$ cat src/rtl/idrom_pkg.sv
package idrom_pkg;
  typedef enum logic [2:0] {
    ST_SILENT,
    ST_CMD,
    ST_READ,
    ST_S_BIT,
    ST_S_CMP,
    ST_S_DIR
  } eng_state_t;

  localparam logic [7:0] OP_READ_A = 8'h33;
  localparam logic [7:0] OP_READ_B = 8'h0F;
  localparam logic [7:0] OP_SEARCH = 8'hF0;
endpackage

$ cat src/rtl/idrom_cmd_rx.sv
module idrom_cmd_rx #(
  parameter int CMD_W = 8
) (
  input  logic             clk,
  input  logic             rst,
  input  logic             clr,
  input  logic             en,
  input  logic             rx_valid,
  input  logic             rx_bit,
  output logic             cmd_done,
  output logic [CMD_W-1:0] cmd_byte
);
  localparam int CNT_W = $clog2(CMD_W);

  logic [CMD_W-1:0] shreg;
  logic [CNT_W-1:0] cnt;

  // Bits arrive LSB first, so each new bit enters at the top.
  assign cmd_byte = {rx_bit, shreg[CMD_W-1:1]};
  assign cmd_done = en && rx_valid && (cnt == CNT_W'(CMD_W-1));

  always_ff @(posedge clk) begin
    if (rst || clr) begin
      shreg <= '0;
      cnt   <= '0;
    end else if (en && rx_valid) begin
      shreg <= cmd_byte;
      cnt   <= cnt + 1'b1;
    end
  end

  // a bus reset restarts the bit count of the command byte
  a_r2_count_restart: assert property (@(posedge clk) disable iff (rst)
    clr |=> (cnt == '0));
endmodule

$ cat src/rtl/idrom_bit_ptr.sv
module idrom_bit_ptr #(
  parameter int                  ROM_BITS = 64,
  parameter logic [ROM_BITS-1:0] ROM_CODE = '0,
  localparam int                 IDX_W    = $clog2(ROM_BITS)
) (
  input  logic             clk,
  input  logic             rst,
  input  logic             clr,
  input  logic             adv,
  output logic [IDX_W-1:0] idx,
  output logic             last,
  output logic             rom_bit,
  output logic             nxt_bit
);
  logic [IDX_W-1:0] idx_n;

  assign last = (idx == IDX_W'(ROM_BITS-1));

  always_comb begin
    idx_n = idx;
    if (clr)       idx_n = '0;
    else if (adv)  idx_n = last ? '0 : idx + 1'b1;
  end

  assign rom_bit = ROM_CODE[idx];
  assign nxt_bit = ROM_CODE[idx_n];

  always_ff @(posedge clk) begin
    if (rst) idx <= '0;
    else     idx <= idx_n;
  end

  // each accepted bit steps to the next ROM position
  a_r3_ptr_step: assert property (@(posedge clk) disable iff (rst)
    (adv && !clr && !last) |=> (idx == IDX_W'($past(idx) + 1'b1)));
endmodule

$ cat src/rtl/idrom_ctrl_fsm.sv
module idrom_ctrl_fsm
  import idrom_pkg::*;
#(
  parameter int CMD_W = 8
) (
  input  logic             clk,
  input  logic             rst,
  input  logic             bus_reset,
  input  logic             cmd_done,
  input  logic [CMD_W-1:0] cmd_byte,
  input  logic             tx_ack,
  input  logic             rx_valid,
  input  logic             rx_bit,
  input  logic             rom_bit,
  input  logic             nxt_bit,
  input  logic             last,
  output logic             cmd_en,
  output logic             ptr_adv,
  output logic             tx_req_o,
  output logic             tx_bit_o,
  output logic             done_o
);
  eng_state_t st, st_n;
  logic       fin;

  always_comb begin
    st_n    = st;
    ptr_adv = 1'b0;
    fin     = 1'b0;
    if (bus_reset) begin
      st_n = ST_CMD;
    end else begin
      unique case (st)
        ST_CMD: if (cmd_done) begin
          if (cmd_byte == OP_READ_A || cmd_byte == OP_READ_B) st_n = ST_READ;
          else if (cmd_byte == OP_SEARCH)                     st_n = ST_S_BIT;
          else                                                st_n = ST_SILENT;
        end
        ST_READ: if (tx_ack) begin
          ptr_adv = 1'b1;
          if (last) begin
            fin  = 1'b1;
            st_n = ST_SILENT;
          end
        end
        ST_S_BIT: if (tx_ack) st_n = ST_S_CMP;
        ST_S_CMP: if (tx_ack) st_n = ST_S_DIR;
        ST_S_DIR: if (rx_valid) begin
          if (rx_bit != rom_bit) begin
            st_n = ST_SILENT;
          end else begin
            ptr_adv = 1'b1;
            if (last) begin
              fin  = 1'b1;
              st_n = ST_SILENT;
            end else begin
              st_n = ST_S_BIT;
            end
          end
        end
        default: st_n = ST_SILENT;
      endcase
    end
  end

  assign cmd_en = (st == ST_CMD);

  always_ff @(posedge clk) begin
    if (rst) begin
      st       <= ST_SILENT;
      tx_req_o <= 1'b0;
      tx_bit_o <= 1'b0;
      done_o   <= 1'b0;
    end else begin
      st       <= st_n;
      tx_req_o <= (st_n == ST_READ) || (st_n == ST_S_BIT) || (st_n == ST_S_CMP);
      tx_bit_o <= (st_n == ST_S_CMP) ? ~nxt_bit : nxt_bit;
      done_o   <= fin;
    end
  end

  // a silent engine stays silent until a bus reset
  a_r4_silent_hold: assert property (@(posedge clk) disable iff (rst)
    (st == ST_SILENT && !bus_reset) |=> (st == ST_SILENT && !tx_req_o));

  // a requested bit stays put until acknowledged
  a_r9_tx_hold: assert property (@(posedge clk) disable iff (rst)
    (tx_req_o && !tx_ack && !bus_reset) |=> (tx_req_o && $stable(tx_bit_o)));

  // a bus reset always lands in command reception with no output
  a_r8_abort: assert property (@(posedge clk) disable iff (rst)
    bus_reset |=> (st == ST_CMD && !tx_req_o && !done_o));

  // completion is a single-cycle pulse
  a_r7_done_pulse: assert property (@(posedge clk) disable iff (rst)
    done_o |=> !done_o);

  // the second slot of a search step carries the complement
  a_r5_complement: assert property (@(posedge clk) disable iff (rst)
    (st == ST_S_CMP) |-> (tx_bit_o != rom_bit));
endmodule

$ cat src/rtl/idrom_cmd_engine.sv
module idrom_cmd_engine #(
  parameter int             ROM_BITS = 64,
  parameter int             CMD_W    = 8,
  parameter logic [63:0]    ROM_CODE = 64'hA200_0012_3456_7801
) (
  input  logic clk,
  input  logic rst,
  input  logic bus_reset_i,
  input  logic rx_valid_i,
  input  logic rx_bit_i,
  input  logic tx_ack_i,
  output logic tx_req_o,
  output logic tx_bit_o,
  output logic done_o
);
  localparam int IDX_W = $clog2(ROM_BITS);

  logic             cmd_en, cmd_done, ptr_adv, last, rom_bit, nxt_bit;
  logic [CMD_W-1:0] cmd_byte;
  logic [IDX_W-1:0] idx;

  idrom_cmd_rx #(.CMD_W(CMD_W)) u_cmd_rx (
    .clk      (clk),
    .rst      (rst),
    .clr      (bus_reset_i),
    .en       (cmd_en),
    .rx_valid (rx_valid_i),
    .rx_bit   (rx_bit_i),
    .cmd_done (cmd_done),
    .cmd_byte (cmd_byte)
  );

  idrom_bit_ptr #(
    .ROM_BITS (ROM_BITS),
    .ROM_CODE (ROM_CODE[ROM_BITS-1:0])
  ) u_bit_ptr (
    .clk     (clk),
    .rst     (rst),
    .clr     (bus_reset_i),
    .adv     (ptr_adv),
    .idx     (idx),
    .last    (last),
    .rom_bit (rom_bit),
    .nxt_bit (nxt_bit)
  );

  idrom_ctrl_fsm #(.CMD_W(CMD_W)) u_fsm (
    .clk       (clk),
    .rst       (rst),
    .bus_reset (bus_reset_i),
    .cmd_done  (cmd_done),
    .cmd_byte  (cmd_byte),
    .tx_ack    (tx_ack_i),
    .rx_valid  (rx_valid_i),
    .rx_bit    (rx_bit_i),
    .rom_bit   (rom_bit),
    .nxt_bit   (nxt_bit),
    .last      (last),
    .cmd_en    (cmd_en),
    .ptr_adv   (ptr_adv),
    .tx_req_o  (tx_req_o),
    .tx_bit_o  (tx_bit_o),
    .done_o    (done_o)
  );

  // no request may be pending while the pointer is idle after reset
  a_r1_idle_reset: assert property (@(posedge clk)
    rst |=> (!tx_req_o && !done_o && idx == '0));
endmodule

$ cat config.mk
export PLATFORM = sky130hd
export DESIGN_NAME = idrom_cmd_engine
export DESIGN_NICKNAME = d
export VERILOG_FILES = /design/src/rtl/idrom_pkg.sv /design/src/rtl/idrom_cmd_rx.sv /design/src/rtl/idrom_bit_ptr.sv /design/src/rtl/idrom_ctrl_fsm.sv /design/src/rtl/idrom_cmd_engine.sv
export SDC_FILE = /design/constraint.sdc
export NUM_CORES = 1
export LEC_CHECK = 0
export ABC_CLOCK_PERIOD_IN_PS = 3200
export CAP_MARGIN = 40
export CORE_UTILIZATION = 54
export DETAILED_ROUTE_END_ITERATION = 6
export GPL_TIMING_DRIVEN = 0
export PLACE_DENSITY_LB_ADDON = 0.25
export SLEW_MARGIN = 0
export SYNTH_ARGS = -nofsm -noshare
export SYNTH_HDL_FRONTEND = slang
export SYNTH_HIERARCHICAL = 1
export SYNTH_SLANG_ARGS = --single-unit
$ cat constraint.sdc
create_clock -name clk -period 3.2 [get_ports clk]
set_input_delay 0.64 -clock clk [delete_from_list [all_inputs] [get_ports clk]]
set_output_delay 0.64 -clock clk [all_outputs]
set_load 0.005 [all_outputs]
After elaboration in Yosys (flattened, before gate mapping):

Memory sizes are Yosys's and may differ from the RTL's. A register that Yosys moved wholly into a read port is not among the register bits.
Cells that the tools add are included.

* bits in registers: 23
* ROM bits: 128
* output and inout bits: 3
* word-level logic and storage cells: 64
* memories: 2

Memory list
* (name not given): words 64, bits a word 1, read ports 1, clocked after memory_dff 1, wr ports 0, RTL line idrom_bit_ptr.sv:25 `assign rom_bit = ROM_CODE[idx];`
* (name not given): words 64, bits a word 1, read ports 1, clocked after memory_dff 0, wr ports 0, RTL line idrom_bit_ptr.sv:26 `assign nxt_bit = ROM_CODE[idx_n];`

* add/subtract/negate cells: 2
* order comparisons: 2
* eq/ne operators: 14
* muxes and demuxes: 29
* bitwise logic cells: 1
* reduce and logical (&&, ||, !) cells: 7

Operators by type and width (number)
* 2-to-1 mux 3 bit: 9
* 2-to-1 mux 6 bit: 4
* case mux 3 bit (5 select lines): 1
* < comparator 6 x 7 -> 1 bit, second input constant: 2
* == test 3 x 2 -> 1 bit, second input constant: 4
* == test 3 bit, second input constant: 4
* 2-to-1 mux 1 bit: 11
* == test 8 x 4 -> 1 bit, second input constant: 1
* == test 8 x 6 -> 1 bit, second input constant: 1
* == test 8 bit, second input constant: 1
* adder 6 x 1 -> 6 bit, second input constant: 1
* == test 6 bit, second input constant: 1
* logical OR 1 bit: 4
* 2-to-1 mux 2 bit: 2
* case mux 1 bit (2 select lines): 2
* adder 3 x 1 -> 3 bit, second input constant: 1
* == test 3 x 1 -> 1 bit, second input constant: 1
* logical AND 1 bit: 2
* OR reduction 2 bit: 1
* inequality test 1 bit: 1
* NOT 1 bit: 1

Depth between registers and ports, before layout:

* depth in word-level cells: 13
* gate-level depth with buffers: 17
* gate-level depth less buffers: 14

Hierarchy:

The synthesis kept the hierarchy.

By module, submodules not included
* idrom_bit_ptr: instances 1, cells an instance 99, area each 860.8 um^2
* idrom_cmd_rx: instances 1, cells an instance 50, area each 525.5 um^2
* idrom_ctrl_fsm: instances 1, cells an instance 52, area each 444.2 um^2

Least setup slack after synthesis:

No wires, ideal clock.

* kind: input port to flip-flop
* start: input port tx_ack_i
* end: register u_fsm.tx_bit_o
* data arrival time: 3.046 ns
* setup slack: 0.031 ns
* stages: 16
* buffers on the path: 2
* cell sequence: nor4bb_1 -> a21oi_1 -> nor2_1 -> buf_6 -> and3_4 -> buf_6 -> a41oi_1 -> nand2_1 -> inv_1 -> ha_1 -> a21oi_1 -> a21oi_1 -> o2111ai_1 -> and3_1 -> nor2b_1 -> mux2_1

* word-level cells in the longest chain between the ends: 9

RTL lines
* start, declared: RTL line idrom_cmd_engine.sv:11 `input logic tx_ack_i,`
* 2-to-1 mux 1 bit (*): RTL line idrom_ctrl_fsm.sv:39 `ST_READ: if (tx_ack) begin`
* case mux 1 bit (2 select lines) (*): RTL line idrom_ctrl_fsm.sv:33 `unique case (st)`
* 2-to-1 mux 1 bit (*): RTL line idrom_ctrl_fsm.sv:30 `if (bus_reset) begin`
* via ptr_adv: RTL line idrom_cmd_engine.sv:18 `logic cmd_en, cmd_done, ptr_adv, last, rom_bit, nxt_bit;`
* 2-to-1 mux 6 bit (*): RTL line idrom_bit_ptr.sv:22 `else if (adv) idx_n = last ? '0 : idx + 1'b1;`
* 2-to-1 mux 6 bit (*): RTL line idrom_bit_ptr.sv:21 `if (clr) idx_n = '0;`
* via u_bit_ptr.idx_n[0]: RTL line idrom_bit_ptr.sv:15 `logic [IDX_W-1:0] idx_n;`
* memory read (64 x 1 bit) (*)
* 2-to-1 mux 1 bit (not written as such) (*): RTL line idrom_bit_ptr.sv:26
* via nxt_bit: RTL line idrom_cmd_engine.sv:18
* NOT 1 bit: RTL line idrom_ctrl_fsm.sv:77 `tx_bit_o <= (st_n == ST_S_CMP) ? ~nxt_bit : nxt_bit;`
* 2-to-1 mux 1 bit (*): RTL line idrom_ctrl_fsm.sv:77
* end signal, assigned: RTL line idrom_ctrl_fsm.sv:77
* end, declared: RTL line idrom_ctrl_fsm.sv:20 `output logic tx_bit_o,`

Mark *: on every way through the listed nets, which the timed path passes. The rest lies on a longest branch. The select of a mux whose other input is x is not followed.
A chain may end at the register's enable or synchronous reset.

Worst setup path in the final report:

* start: input port rx_bit_i
* end: register u_fsm.tx_bit_o

* word-level cells in the longest chain between the ends: 11

RTL lines
* start, declared: RTL line idrom_cmd_engine.sv:10 `input logic rx_bit_i,`
* inequality test 1 bit (*): RTL line idrom_ctrl_fsm.sv:49 `if (rx_bit != rom_bit) begin`
* 2-to-1 mux 1 bit (*): RTL line idrom_ctrl_fsm.sv:49
* 2-to-1 mux 1 bit (*): RTL line idrom_ctrl_fsm.sv:48 `ST_S_DIR: if (rx_valid) begin`
* case mux 1 bit (2 select lines) (*): RTL line idrom_ctrl_fsm.sv:33
* 2-to-1 mux 1 bit (*): RTL line idrom_ctrl_fsm.sv:30
* via ptr_adv: RTL line idrom_cmd_engine.sv:18
* 2-to-1 mux 6 bit (*): RTL line idrom_bit_ptr.sv:22
* 2-to-1 mux 6 bit (*): RTL line idrom_bit_ptr.sv:21
* memory read (64 x 1 bit) (*)
* 2-to-1 mux 1 bit (not written as such) (*): RTL line idrom_bit_ptr.sv:26
* via nxt_bit: RTL line idrom_cmd_engine.sv:18
* NOT 1 bit: RTL line idrom_ctrl_fsm.sv:77
* 2-to-1 mux 1 bit (*): RTL line idrom_ctrl_fsm.sv:77

Marked as above.

==> metrics <==
All-Layer GR Usage about 24%; CTS tree done; final worst path period need roughly 3.2 ns; Site Rows 20; Mapped Cells ~200; CTS Buf Count 3; Required @ worst endpoint roughly 3.4 ns; f_max between 300 and 400 MHz; post-synth top area share between 20% and 30%; ranking of synthesized cells by area dfxtp_1, ha_1, a21oi_2; DR iter-0 viols 86; leading area contributor after synthesis dfxtp_1; Max Clock Skew ~0.0052 ns; final hold vios 0; dpl hpwl 2700 µm; CP Capture Type flip-flop; multi-input logic area between 1000 and 1500 µm²; synthesized cell area 1830 µm²; Top FF cell, synth dfxtp_1; Area growth syn-to-layout 18.3%; clock sink count 23; Avg Cell Area, Syn 9.11 µm²; die area 3630 µm²; ys async rst share 0%; WL/cell ~15 µm; IR drop worst, VDD around 190 µV; critical path class in -> reg; GPL Wtd Cong between 0.8 and 0.9; Worst slew margin between 60% and 70%; Nets around 250; Yosys Warn Count 6; initial antenna violation count 0; Crit path arrival time ~3.4 ns; Tcrit/Tclk final 100%; HP Class reg -> reg; cell internal pwr 0.000360 W; Worst-Margin Slew ~0.55 ns; layout cells sized above 1 31.1%; Post-synth EDFFs 0; run status finished, violations left; vias per cell between 5 and 6; register area share after synthesis 25.2%; worst-skew pair later-pin latency ~0.32 ns; Max-Cap Viols 0; Die Y ~60 µm; # setup viols final 1; final-layout fill cell count 239; Yosys cell types 60; H-Tree Depth 1; leakage 0.813 nW; vias in the first global route between 1000 and 1500; clock share of power between 20 and 30%; clk buf depth 2; antenna viol nets, final 0; root buffer cell clkbuf_4; Die X approximately 60 µm; Net Sw Frac a little over a quarter; Mapped Nets 220; Max Slew Vio Count 0; Yosys reg bits 23; via count 1608; Starting Density around 59%; switching power total about 0.00013 W; pre-CTS WS -0.863 ns; Critical Path Start Type input pin; Comb pwr share around an eighth; Worst-path clk slew 0.13 ns; Critical Path Fanout Max 6; Sequential Power Share between 50% and 60%; PortBufs 8; core area between 3000 and 4000 µm²; Hold-fix buffers, CTS 0; GRT Residual Overflow 0; PwrDens ~230 nW/µm²; Top Ports 9; pin count of the biggest net entering global routing 14; failing checks setup timing; DRT Pass-1 Iters 4; first-pass GRT wire length 6690 µm; DRC violations left 0; final setup margin -0.0150 ns; Util after Layout 69.2%; register area 463 µm²; Antenna Cells 0; final wirelength 4160 µm
==> power by group through the flow <==
stage	Sequential (W)	Combinational (W)	Clock, W
2_1_floorplan	0.000296	0.0000374	0
3_3_place_gp	0.000296	0.0000549	0
3_5_place_dp	0.000296	0.0000566	0
4_1_cts	0.000290	0.0000587	0.000143
5_1_grt	0.000293	0.0000637	0.000154
6_report	0.000292	0.0000591	0.000138
==> path summary, 6_finish.rpt <==
check | slack (ns) | from | end | cells after the start
worst max-delay path | -0.02 | rx_bit_i | u_fsm/tx_bit_o | 16
worst min register to register | 0.51 | u_cmd_rx/shreg[3] | u_cmd_rx/shreg[2] | 2
worst min-delay path | 0.51 | u_cmd_rx/shreg[3] | u_cmd_rx/shreg[2] | 2
worst max register to register | 0.03 | u_fsm/st[2] | u_fsm/tx_bit_o | 16
==> worst max-delay path, stage by stage <==
cell and delay [ns]:
clkdlybuf4s15_1 0.24, xnor2_2 0.18, a21oi_2 0.17, nor2_2 0.06, buf_6 0.13, and3_4 0.19
a41oi_4 0.28, nand2_2 0.14, buf_4 0.16, buf_4 0.12, ha_1 0.17, a21oi_1 0.13
o2111ai_1 0.15, and3_1 0.23, nor2b_1 0.15, mux2_1 0.30
==> timing repair <==
item / CTS / global route
endpoints found under the hold margin: 0 / 0
resized for setup: 13 / 15
endpoints found under the setup margin: 2 / 2
pin swaps: 5 / 11
buffers inserted: 5 / 10
==> final cells by class <==
cell class              instances  share of cell area (%)
plain buffers                  11                    4.33
repair buffers                 23                    9.13
clock inverters                 1                   0.231
multi-input cells             157                    60.1
inverters                       7                    1.21
well taps                      44                    2.54
clock buffers                   3                    1.04
flip-flops and latches         23                    21.4
==> cell usage after synthesis (2+ instances only) <==
cell type,number
a21oi_2,11
xnor2_1,3
buf_2,4
nand3_1,10
o21bai_1,2
nand2_1,7
o211ai_1,2
o2111ai_1,3
nand4_1,4
nor2_1,15
buf_4,4
nor4bb_1,3
dfxtp_1,23
o21ai_0,5
and2b_1,2
xor2_1,2
a31oi_1,3
nand2b_1,3
a21oi_1,8
nor2b_1,5
nor3_1,3
nand3b_1,2
inv_1,7
mux2i_1,5
a21bo_1,9
or3_1,2
nor4_4,2
and3_1,3
a32oi_1,2
buf_6,5
ha_1,13
==> stage by stage <==
stage | instance area, µm² | hold slack (ns) | std cells | TNS [ns] | power [W]
after global routing | 2170 | 0.526 | 269 | -0.0977 | 0.000511
final | 2170 | 0.510 | 269 | -0.0150 | 0.000490
after global placement | 1970 | 0.483 | 253 | -1.46 | 0.000351
after floorplan | 1830 | 0.465 | 201 | 0 | 0.000333
after CTS | 2060 | 0.512 | 261 | 0 | 0.000492
after detailed placement | 1970 | 0.488 | 253 | -1.64 | 0.000353
==> cell usage in the layout, fill, tap and decap left out, drive strengths merged, types with 3 or more instances in the layout <==
master,synthesis,routed
a21bo,10,10
a21oi,19,19
a31oi,3,3
and2b,3,3
and3,4,4
buf,13,27
clkbuf,1,4
clkdlybuf4s50,0,4
dfxtp,23,23
ha,13,13
inv,7,7
mux2i,5,5
nand2,8,8
nand2b,3,3
nand3,10,10
nand4,4,4
nor2,16,16
nor2b,6,6
nor3,4,4
nor4bb,3,3
o2111ai,3,3
o21ai,5,5
or3,3,3
xnor2,3,3
==> sequential cells by signal, summed over array words and instances (netlist names) <==
signal,count
u_fsm/done_o,1
u_fsm/st,3
u_bit_ptr/rom_bit,1
u_bit_ptr/idx,6
u_cmd_rx/cnt,3
u_fsm/tx_bit_o,1
u_fsm/tx_req_o,1
u_cmd_rx/shreg,7
==> logic make-up (layout without fill, tap and decap cells) <==
| logic type | after synthesis | count (layout) | synth area share, % |
|---|---|---|---|
| compound gates | 55 | 55 | 24.4 |
| xor+xnor | 5 | 5 | 2.39 |
| fa+ha+maj | 13 | 13 | 8.89 |
| buf+inv | 21 | 45 | 7.45 |
| flops | 23 | 23 | 25.2 |
| mux | 7 | 7 | 3.96 |
| simple gates | 77 | 77 | 27.8 |
==> routing by layer <==
layer  vias up  track usage, %  part of all wire (%)
li1        780               -                     -
met1       772            32.5                    46
met2        46            39.1                    47
met3        10            4.76                   4.5
met4         0            5.98                   1.8
met5         -               0                     0
(Power assumes the default switching activity.)
